File: src/rtl/dl_launch_pkg.sv
package dl_launch_pkg;
  typedef enum logic [1:0] {
    HREG_CTRL    = 2'd0,
    HREG_PRIM_LO = 2'd1,
    HREG_PRIM_HI = 2'd2,
    HREG_PRIM_GO = 2'd3
  } host_reg_e;

  typedef enum logic [1:0] {
    CREG_SEC_LO = 2'd0,
    CREG_SEC_HI = 2'd1,
    CREG_SEC_GO = 2'd2,
    CREG_NONE   = 2'd3
  } cop_reg_e;

  typedef enum logic [2:0] {
    SRC_NONE    = 3'd0,
    SRC_STOP    = 3'd1,
    SRC_PRIM    = 3'd2,
    SRC_SEC     = 3'd3,
    SRC_RESTART = 3'd4,
    SRC_FRAME   = 3'd5
  } launch_src_e;
endpackage

File: src/rtl/dl_rst_sync.sv
module dl_rst_sync #(
  parameter int STAGES = 2
) (
  input  logic clk,
  input  logic rst_n,
  output logic rst_sync_n
);
  logic [STAGES-1:0] sh_q;

  always_ff @(posedge clk or negedge rst_n) begin
    if (!rst_n) sh_q <= '0;
    else        sh_q <= {sh_q[STAGES-2:0], 1'b1};
  end

  assign rst_sync_n = sh_q[STAGES-1];
endmodule

File: src/rtl/dl_addr_pair.sv
module dl_addr_pair #(
  parameter int DATA_W = 8,
  localparam int ADDR_W = 2 * DATA_W
) (
  input  logic              clk,
  input  logic              rst_n,
  input  logic              lo_we,
  input  logic              hi_we,
  input  logic [DATA_W-1:0] wdata,
  output logic [ADDR_W-1:0] addr
);
  logic [1:0] lane_we;
  assign lane_we = {hi_we, lo_we};

  for (genvar g = 0; g < 2; g++) begin : g_lane
    logic [DATA_W-1:0] byte_q;
    always_ff @(posedge clk or negedge rst_n) begin
      if (!rst_n)          byte_q <= '0;
      else if (lane_we[g]) byte_q <= wdata;
    end
    assign addr[g*DATA_W +: DATA_W] = byte_q;
  end
endmodule

File: src/rtl/dl_ctrl_reg.sv
module dl_ctrl_reg #(
  parameter int DATA_W = 8,
  parameter int BANK_W = 3,
  localparam int EN_BIT = BANK_W
) (
  input  logic              clk,
  input  logic              rst_n,
  input  logic              we,
  input  logic [DATA_W-1:0] wdata,
  output logic              enable,
  output logic [BANK_W-1:0] port_bank
);
  logic              en_q, en_d;
  logic [BANK_W-1:0] bank_q, bank_d;

  always_comb begin
    en_d   = en_q;
    bank_d = bank_q;
    if (we) begin
      en_d   = wdata[EN_BIT];
      bank_d = wdata[BANK_W-1:0];
    end
  end

  always_ff @(posedge clk or negedge rst_n) begin
    if (!rst_n) begin
      en_q   <= 1'b0;
      bank_q <= '0;
    end else if (we) begin
      en_q   <= en_d;
      bank_q <= bank_d;
    end
  end

  assign enable    = en_q;
  assign port_bank = bank_q;
endmodule

File: src/rtl/dl_seq.sv
module dl_seq
  import dl_launch_pkg::*;
#(
  parameter int ADDR_W = 16,
  parameter int BANK_W = 3
) (
  input  logic              clk,
  input  logic              rst_n,
  input  logic              enable,
  input  logic              frame_start,
  input  logic              list_end,
  input  logic              stop_req,
  input  logic              copy_req,
  input  logic [BANK_W-1:0] copy_val,
  input  logic              prim_go,
  input  logic              sec_go,
  input  logic              sec_bank_chg,
  input  logic [BANK_W-1:0] sec_bank_val,
  input  logic [ADDR_W-1:0] prim_addr,
  input  logic [ADDR_W-1:0] sec_addr,
  output logic              run,
  output logic              pc_load,
  output logic [ADDR_W-1:0] pc_addr,
  output logic [BANK_W-1:0] exec_bank
);
  launch_src_e       src;
  logic              run_q, run_d;
  logic              load_q, load_d;
  logic [ADDR_W-1:0] addr_q, addr_d;
  logic [BANK_W-1:0] bank_q, bank_d;

  always_comb begin
    src = SRC_NONE;
    if (stop_req)                src = SRC_STOP;
    else if (prim_go)            src = SRC_PRIM;
    else if (sec_go)             src = SRC_SEC;
    else if (run_q && list_end)  src = SRC_RESTART;
    else if (enable && frame_start) src = SRC_FRAME;
  end

  always_comb begin
    run_d  = run_q;
    load_d = 1'b0;
    addr_d = addr_q;
    bank_d = bank_q;
    if (copy_req) bank_d = copy_val;
    unique case (src)
      SRC_STOP: run_d = 1'b0;
      SRC_PRIM, SRC_RESTART, SRC_FRAME: begin
        load_d = 1'b1;
        run_d  = 1'b1;
        addr_d = prim_addr;
      end
      SRC_SEC: begin
        load_d = 1'b1;
        run_d  = 1'b1;
        addr_d = sec_addr;
        if (sec_bank_chg) bank_d = sec_bank_val;
      end
      default: ;
    endcase
  end

  always_ff @(posedge clk or negedge rst_n) begin
    if (!rst_n) begin
      run_q  <= 1'b0;
      load_q <= 1'b0;
      addr_q <= '0;
      bank_q <= '0;
    end else begin
      run_q  <= run_d;
      load_q <= load_d;
      bank_q <= bank_d;
      if (load_d) addr_q <= addr_d;
    end
  end

  assign run       = run_q;
  assign pc_load   = load_q;
  assign pc_addr   = addr_q;
  assign exec_bank = bank_q;
endmodule

File: src/rtl/dl_launch_ctrl.sv
module dl_launch_ctrl
  import dl_launch_pkg::*;
#(
  parameter int DATA_W = 8,
  parameter int BANK_W = 3,
  localparam int ADDR_W = 2 * DATA_W
) (
  input  logic              clk,
  input  logic              rst_n,
  input  logic              host_wr,
  input  logic [1:0]        host_sel,
  input  logic [DATA_W-1:0] host_wdata,
  input  logic              cop_wr,
  input  logic [1:0]        cop_sel,
  input  logic [DATA_W-1:0] cop_wdata,
  input  logic              frame_start,
  input  logic              list_end,
  output logic              run,
  output logic              pc_load,
  output logic [ADDR_W-1:0] pc_addr,
  output logic [BANK_W-1:0] exec_bank,
  output logic [BANK_W-1:0] port_bank
);
  localparam int FLAG_BIT = BANK_W;

  host_reg_e         hsel;
  cop_reg_e          csel;
  logic              rst_q_n;
  logic              ctrl_we, stop_req, prim_go, cop_ok, sec_go;
  logic              enable;
  logic [ADDR_W-1:0] prim_addr, sec_addr;

  assign hsel     = host_reg_e'(host_sel);
  assign csel     = cop_reg_e'(cop_sel);
  assign ctrl_we  = host_wr && (hsel == HREG_CTRL);
  assign stop_req = ctrl_we && !host_wdata[FLAG_BIT];
  assign prim_go  = host_wr && (hsel == HREG_PRIM_GO);
  assign cop_ok   = cop_wr && run;
  assign sec_go   = cop_ok && (csel == CREG_SEC_GO);

  dl_rst_sync #(.STAGES(2)) u_rst (
    .clk(clk), .rst_n(rst_n), .rst_sync_n(rst_q_n)
  );

  dl_ctrl_reg #(.DATA_W(DATA_W), .BANK_W(BANK_W)) u_ctrl (
    .clk(clk), .rst_n(rst_q_n), .we(ctrl_we), .wdata(host_wdata),
    .enable(enable), .port_bank(port_bank)
  );

  dl_addr_pair #(.DATA_W(DATA_W)) u_prim (
    .clk(clk), .rst_n(rst_q_n),
    .lo_we(host_wr && (hsel == HREG_PRIM_LO)),
    .hi_we(host_wr && (hsel == HREG_PRIM_HI)),
    .wdata(host_wdata), .addr(prim_addr)
  );

  dl_addr_pair #(.DATA_W(DATA_W)) u_sec (
    .clk(clk), .rst_n(rst_q_n),
    .lo_we(cop_ok && (csel == CREG_SEC_LO)),
    .hi_we(cop_ok && (csel == CREG_SEC_HI)),
    .wdata(cop_wdata), .addr(sec_addr)
  );

  dl_seq #(.ADDR_W(ADDR_W), .BANK_W(BANK_W)) u_seq (
    .clk(clk), .rst_n(rst_q_n), .enable(enable),
    .frame_start(frame_start), .list_end(list_end),
    .stop_req(stop_req), .copy_req(stop_req),
    .copy_val(host_wdata[BANK_W-1:0]),
    .prim_go(prim_go), .sec_go(sec_go),
    .sec_bank_chg(cop_wdata[FLAG_BIT]),
    .sec_bank_val(cop_wdata[BANK_W-1:0]),
    .prim_addr(prim_addr), .sec_addr(sec_addr),
    .run(run), .pc_load(pc_load), .pc_addr(pc_addr), .exec_bank(exec_bank)
  );
endmodule

File: config.mk
export PLATFORM = sky130hd
export DESIGN_NAME = dl_launch_ctrl
export DESIGN_NICKNAME = d
export VERILOG_FILES = /design/src/rtl/dl_launch_pkg.sv /design/src/rtl/dl_rst_sync.sv /design/src/rtl/dl_addr_pair.sv /design/src/rtl/dl_ctrl_reg.sv /design/src/rtl/dl_seq.sv /design/src/rtl/dl_launch_ctrl.sv
export SDC_FILE = /design/constraint.sdc
export NUM_CORES = 1
export LEC_CHECK = 0
export ABC_AREA = 1
export ABC_CLOCK_PERIOD_IN_PS = 4700
export CORE_MARGIN = 5
export CORE_UTILIZATION = 35
export DETAILED_ROUTE_END_ITERATION = 10
export HOLD_SLACK_MARGIN = 0.08
export SYNTH_ARGS = -nofsm -noshare
export SYNTH_HDL_FRONTEND = slang
export SYNTH_SLANG_ARGS = --single-unit
File: constraint.sdc
create_clock -name clk -period 4.7 [get_ports clk]
set_input_delay 0.94 -clock clk [delete_from_list [all_inputs] [get_ports clk]]
set_output_delay 0.94 -clock clk [all_outputs]
set_load 0.03 [all_outputs]
Word level (Yosys, flattened, before mapping)
Index checks and enable logic that the tools add are counted.
Widths: inputs -> output; s select.
{"block": "classes", "eq_ne": 10, "muxes": 11, "reduce_logical": 19}
{"operator": "$pmux 16 s2", "count": 1}
{"operator": "$mux 3", "count": 8}
{"operator": "$logic_and 1x1->1", "count": 11}
{"operator": "$eq 2x2->1 const B", "count": 3}
{"operator": "$eq 3x2->1 const B", "count": 2}
{"operator": "$eq 3x3->1 const B", "count": 2}
{"operator": "$eq 2x1->1 const B", "count": 2}
{"operator": "$logic_not 2->1", "count": 2}
{"operator": "$reduce_bool 2->1", "count": 2}
{"operator": "$reduce_or 4->1", "count": 1}
{"operator": "$eq 3x1->1 const B", "count": 1}
{"operator": "$reduce_or 3->1", "count": 1}
{"operator": "$pmux 1 s2", "count": 1}
{"operator": "$reduce_and 2->1", "count": 1}
{"operator": "$logic_not 1->1", "count": 1}
{"operator": "$mux 1", "count": 1}
{"block": "totals", "regBits": 59, "input_bits": 26, "output_inout_bits": 24}

Longest topological paths before layout
{"block": "depth", "word_depth": 10, "mapped_depth": 8}

Cells and area by module
From an unflattened synthesis, not the netlist that was laid out.
{"block": "hier_totals", "hier_cells": 326, "area_unflattened_um2": 2633.8}
{"mod": "dl_addr_pair", "instances": 2, "cells_per_inst": 68, "area_each_um2": 610.6, "seq_area_each_um2": 400.4}
{"mod": "dl_seq", "instances": 1, "cells_per_inst": 154, "area_each_um2": 1138.6, "seq_area_each_um2": 525.5}
{"mod": "dl_ctrl_reg", "instances": 1, "cells_per_inst": 17, "area_each_um2": 148.9, "seq_area_each_um2": 100.1}
{"mod": "dl_launch_ctrl", "instances": 1, "cells_per_inst": 16, "area_each_um2": 71.3, "seq_area_each_um2": 0.0}
{"mod": "dl_rst_sync", "instances": 1, "cells_per_inst": 3, "area_each_um2": 53.8, "seq_area_each_um2": 50.0}

Worst setup path after synthesis
OpenSTA, ideal clock, no wires.
{"block": "synth_path", "path_type": "input port to flip-flop", "start": "input cop_wr", "end": "register u_seq.addr_q[2], in the netlist u_seq.pc_addr[2]", "arrival_ps": 1767, "t_required_ps": 4583, "path_slack_ps": 2817, "stages": 8, "n_path_buf": 1, "cell_sequence": "nand2_1 -> clkinv_1 -> nand3_2 -> nor2_2 -> buf_2 -> nand2_1 -> nand3_2 -> nand2_1"}
{"block": "synth_via", "elab_chain_cells": 9}
{"item": "from (decl)", "line_no": "dl_launch_ctrl.sv:13", "source": "input logic cop_wr,"}
{"item": "$logic_and 1x1->1 (*)", "line_no": "dl_launch_ctrl.sv:38", "source": "assign cop_ok = cop_wr && run;"}
{"item": "$logic_and 1x1->1 (*)", "line_no": "dl_launch_ctrl.sv:39", "source": "assign sec_go = cop_ok && (csel == CREG_SEC_GO);"}
{"item": "$mux 3 (*)", "line_no": "dl_seq.sv:36", "source": "else if (sec_go) src = SRC_SEC;"}
{"item": "$mux 3 (*)", "line_no": "dl_seq.sv:35", "source": "else if (prim_go) src = SRC_PRIM;"}
{"item": "$mux 3 (*)", "line_no": "dl_seq.sv:34", "source": "if (stop_req) src = SRC_STOP;"}
{"item": "$eq 3x2->1 or $eq 3x3->1 (tied branches)", "line_no": "dl_seq.sv:47", "source": "unique case (src)"}
{"item": "$reduce_or 4->1 (no line) or $reduce_or 3->1 (tied branches)"}
{"item": "$mux 1 or $reduce_bool 2->1 (tied branches)"}
{"item": "$reduce_and 2->1 (no line)"}
{"item": "to (signal assigned)", "line_no": "dl_seq.sv:74", "source": "if (load_d) addr_q <= addr_d;"}
{"item": "to (decl)", "line_no": "dl_seq.sv:29", "source": "logic [ADDR_W-1:0] addr_q, addr_d;"}
Mark *: on every way between the ends. The rest lies on a longest branch, timed or not.
A chain may end at the register's enable or synchronous reset.

Final worst setup path
{"block": "layout_path", "start": "input host_sel[1]", "end": "register u_seq.bank_q[1], in the netlist u_seq.exec_bank[1]"}
{"block": "layout_via", "elab_chain_cells": 6}
{"item": "from (decl)", "line_no": "dl_launch_ctrl.sv:11", "source": "input logic [1:0] host_sel,"}
{"item": "$eq 2x2->1 or $logic_not 2->1 (tied branches)", "line_no": "dl_launch_ctrl.sv:37, dl_launch_ctrl.sv:35"}
{"item": "$logic_and 1x1->1, on equally long branches", "line_no": "dl_launch_ctrl.sv:37, dl_launch_ctrl.sv:35"}
{"item": "$mux 3 or $logic_and 1x1->1 (tied branches)", "line_no": "dl_seq.sv:35, dl_launch_ctrl.sv:36"}
{"item": "$mux 3, on equally long branches", "line_no": "dl_seq.sv:34, dl_seq.sv:46"}
{"item": "$eq 3x2->1 or $mux 3 (tied branches)", "line_no": "dl_seq.sv:47, dl_seq.sv:58"}
{"item": "$mux 3 (*)", "line_no": "dl_seq.sv:47"}
{"item": "via u_seq.bank_d[1]", "line_no": "dl_seq.sv:30", "source": "logic [BANK_W-1:0] bank_q, bank_d;"}
{"item": "to (signal assigned)", "line_no": "dl_seq.sv:73", "source": "bank_q <= bank_d;"}
{"item": "to (decl)", "line_no": "dl_seq.sv:30"}
The timed path passes the listed nets; every way through them passes the cells marked *.

==> impl_metrics.ini <==
[final_layout]
finalNonFillerCells = 473
diodes = 0
nets = 396
register_area_mm2 = 0.00148
area_growth_pct = 30.2
multi_input_area_um2 = 855
final_common_cell = nand2_1
fillerInstances = 758
drive_gt1_share_pct = 6.68
final_cell_mix = 123 x nand2_1, 58 x dfrtp_1, 52 x inv_1
final_util_pct = 46.4
fin_area_mm2 = 0.00335

[timing]
worst_pin_slew_ps = 736
drv_slew = 0
fmax_ghz = 0.413
slew_headroom_pct = 50.9
fin_setup_tns_ps = 0
grt_setup_unrepaired = no
fin_worst_skew_ps = 5.30
finalSetupViolCount = 0
hold_viol_final = 0
period_needed_ps = 2420
min_period_over_period_pct = 51.5

[setup_path]
end_kind = register
worst-r2r-setup-slack_ps = 3100
critPathArrivalTime_ps = 2640
slowest_delay_ps = 550
r2r-start = u_seq.run
slowest_stage = clkdlybuf4s50_1
crit_path_start_kind = input pin
crit_start = host_sel[1]
worstPathRequired_ps = 4920
path_cells = clkdlybuf4s50_1, nor2_1, nand3_2, nand3_2, nor2_1, inv_1, nand2_1, nand2_1
path_max_fanout = 17
reg2reg_depth = 7
cp_num_cells = 8
worst-setup-path-type = input pin to register
critPathBufInv = 2
critPathTopFamily = simple AND/OR/NAND/NOR gates

[global_routing]
grt_pass1_vias = 2173
gr-total-overflow = 0
grt_max_degree = 58
grt_antenna_before_repair = 0
grt_use_total_pct = 14.7
grt_pass1_wl_um = 10100

[placement]
post-place-cells = 458
numPortBuffers = 49
place_area_mm2 = 0.00316
place_hpwl_um = 4210
place_congestion = 0.736

[floorplan]
die_w_um = 95.8
die_y_um = 95.8
dieArea_mm2 = 0.00917
io_pins = 50
num_rows = 31
core_area_mm2 = 0.00721
initial_core_util_pct = 35.7

[worst_hold_path]
min_path_type = register to register
holdPathStages = 0
hold_start = u_rst.sh_q[0]

[run]
maxCapViolations = 0

[power]
peakVddDrop_mv = 0.244
cellPowerDensity_mw_per_mm2 = 443
p_leak_nw = 1.71
finalPower_mw = 1.48

[clocking]
clkSinkCount = 59
cts_tree = yes
cts_buffer_depth = 2
cts_inserted_buffers = 9
hold_buffers = 0
clock_latency_ps = 330
htreeDepth = 3
post_cts_resized = 0
cts_setup_buffers = 0
clock-root-buffer = clkbuf_8
clkSlewWorstSetupHoldPaths_ps = 60

[routing]
routed_wl_um = 5940
ant_nets = 0
drc_errors = 0
dr.pass1.iters = 4
dr_total_vias = 2084
viasPerCell = 4.41
dr.first_iter.drc_count = 106
routedWlPerCell_um = 12.6

[synth]
synth.avg_cell_area_um2 = 8.12
synth_top_area_share_pct = 57.4
yosysTopAreaCell = dfrtp_1
syn-cell-area_mm2 = 0.00257
yosysWarnings = 0
synth_nets = 343
syn_inst = 317
ys_seq_elements = 59
synth.distinct_cells = 16
yosysSeqAreaShare_pct = 57.4
synthTopCellsByArea = dfrtp_1 57%, nand2_1 18%, o21ai_0 7.8%

[status]
status = finished, final reports clean
## state kept, by name (all words and copies together), names as in the netlist
signal and cells:
u_prim.g_lane.byte_q 16, u_sec.g_lane.byte_q 16, u_seq.pc_addr 16, u_ctrl.port_bank 3, u_seq.exec_bank 3, u_rst.sh_q 2
u_ctrl.enable 1, u_seq.pc_load 1, u_seq.run 1
## power breakdown
group / internal [mW] / leakage (nW) / total (mW) / switching (mW)
logic: 0.150 / 0.884 / 0.373 / 0.224
clock network: 0.270 / 0.0995 / 0.458 / 0.188
registers: 0.601 / 0.732 / 0.653 / 0.0520
## cells by family (layout without fill, tap and decap cells)
group / after synthesis / after routing / synth area share, %
compound gates: 41 / 41 / 8.41
buf+inv: 62 / 119 / 9.43
flops: 59 / 59 / 57.4
other cells: 1 / 1 / 0.146
simple gates: 154 / 154 / 24.6
## metal layers
metal	part of all wire (%)	global-route usage [%]	wire length (µm)
met5	0	0	0
met4	0.71	3.20	42
met3	6.3	6.10	377
met2	46	23.4	2750
met1	47	18.7	2770
## through the flow
step,setup WS [ps],hold slack [ps]
global route,2020,373
floorplan,2820,331
detailed placement,1920,346
CTS,2270,361
finish,2280,354
global placement,1920,341
## cell type report
cell class                 instances  area share (%)
sequential                        59            44.1
clock inverter                     2            1.05
clock buffer                      13            4.74
multi-input combinational        196            25.5
timing repair buffer              50            14.9
tap                               99            3.70
inverter                          54            6.05
## synth_stat cells (all sizes together)
| cell | count |
|---|---|
| dfrtp | 59 |
| inv | 53 |
| nor2 | 9 |
| nand3 | 21 |
| buf | 4 |
| o21ai | 40 |
| a21oi | 1 |
| nand2 | 124 |
| clkinv | 1 |
| clkbuf | 4 |
| conb | 1 |
## worst register-to-register path: cells and delay by family (launching register included)
family	cells	cell delay, ps
AND/OR/NAND/NOR	6	1000
buffers and inverters	1	110
flip-flops	1	390
## final timing paths
kind | endpoint
max in group asynchronous | u_sec.g_lane[1].byte_q[5]
setup reg to reg | u_seq.exec_bank[1]
hold reg to reg | u_rst.sh_q[1]
setup / recovery | u_seq.exec_bank[1]
hold / removal | u_rst.sh_q[1]
min in group asynchronous | u_seq.exec_bank[2]
Power figures use the tool's default switching activity.
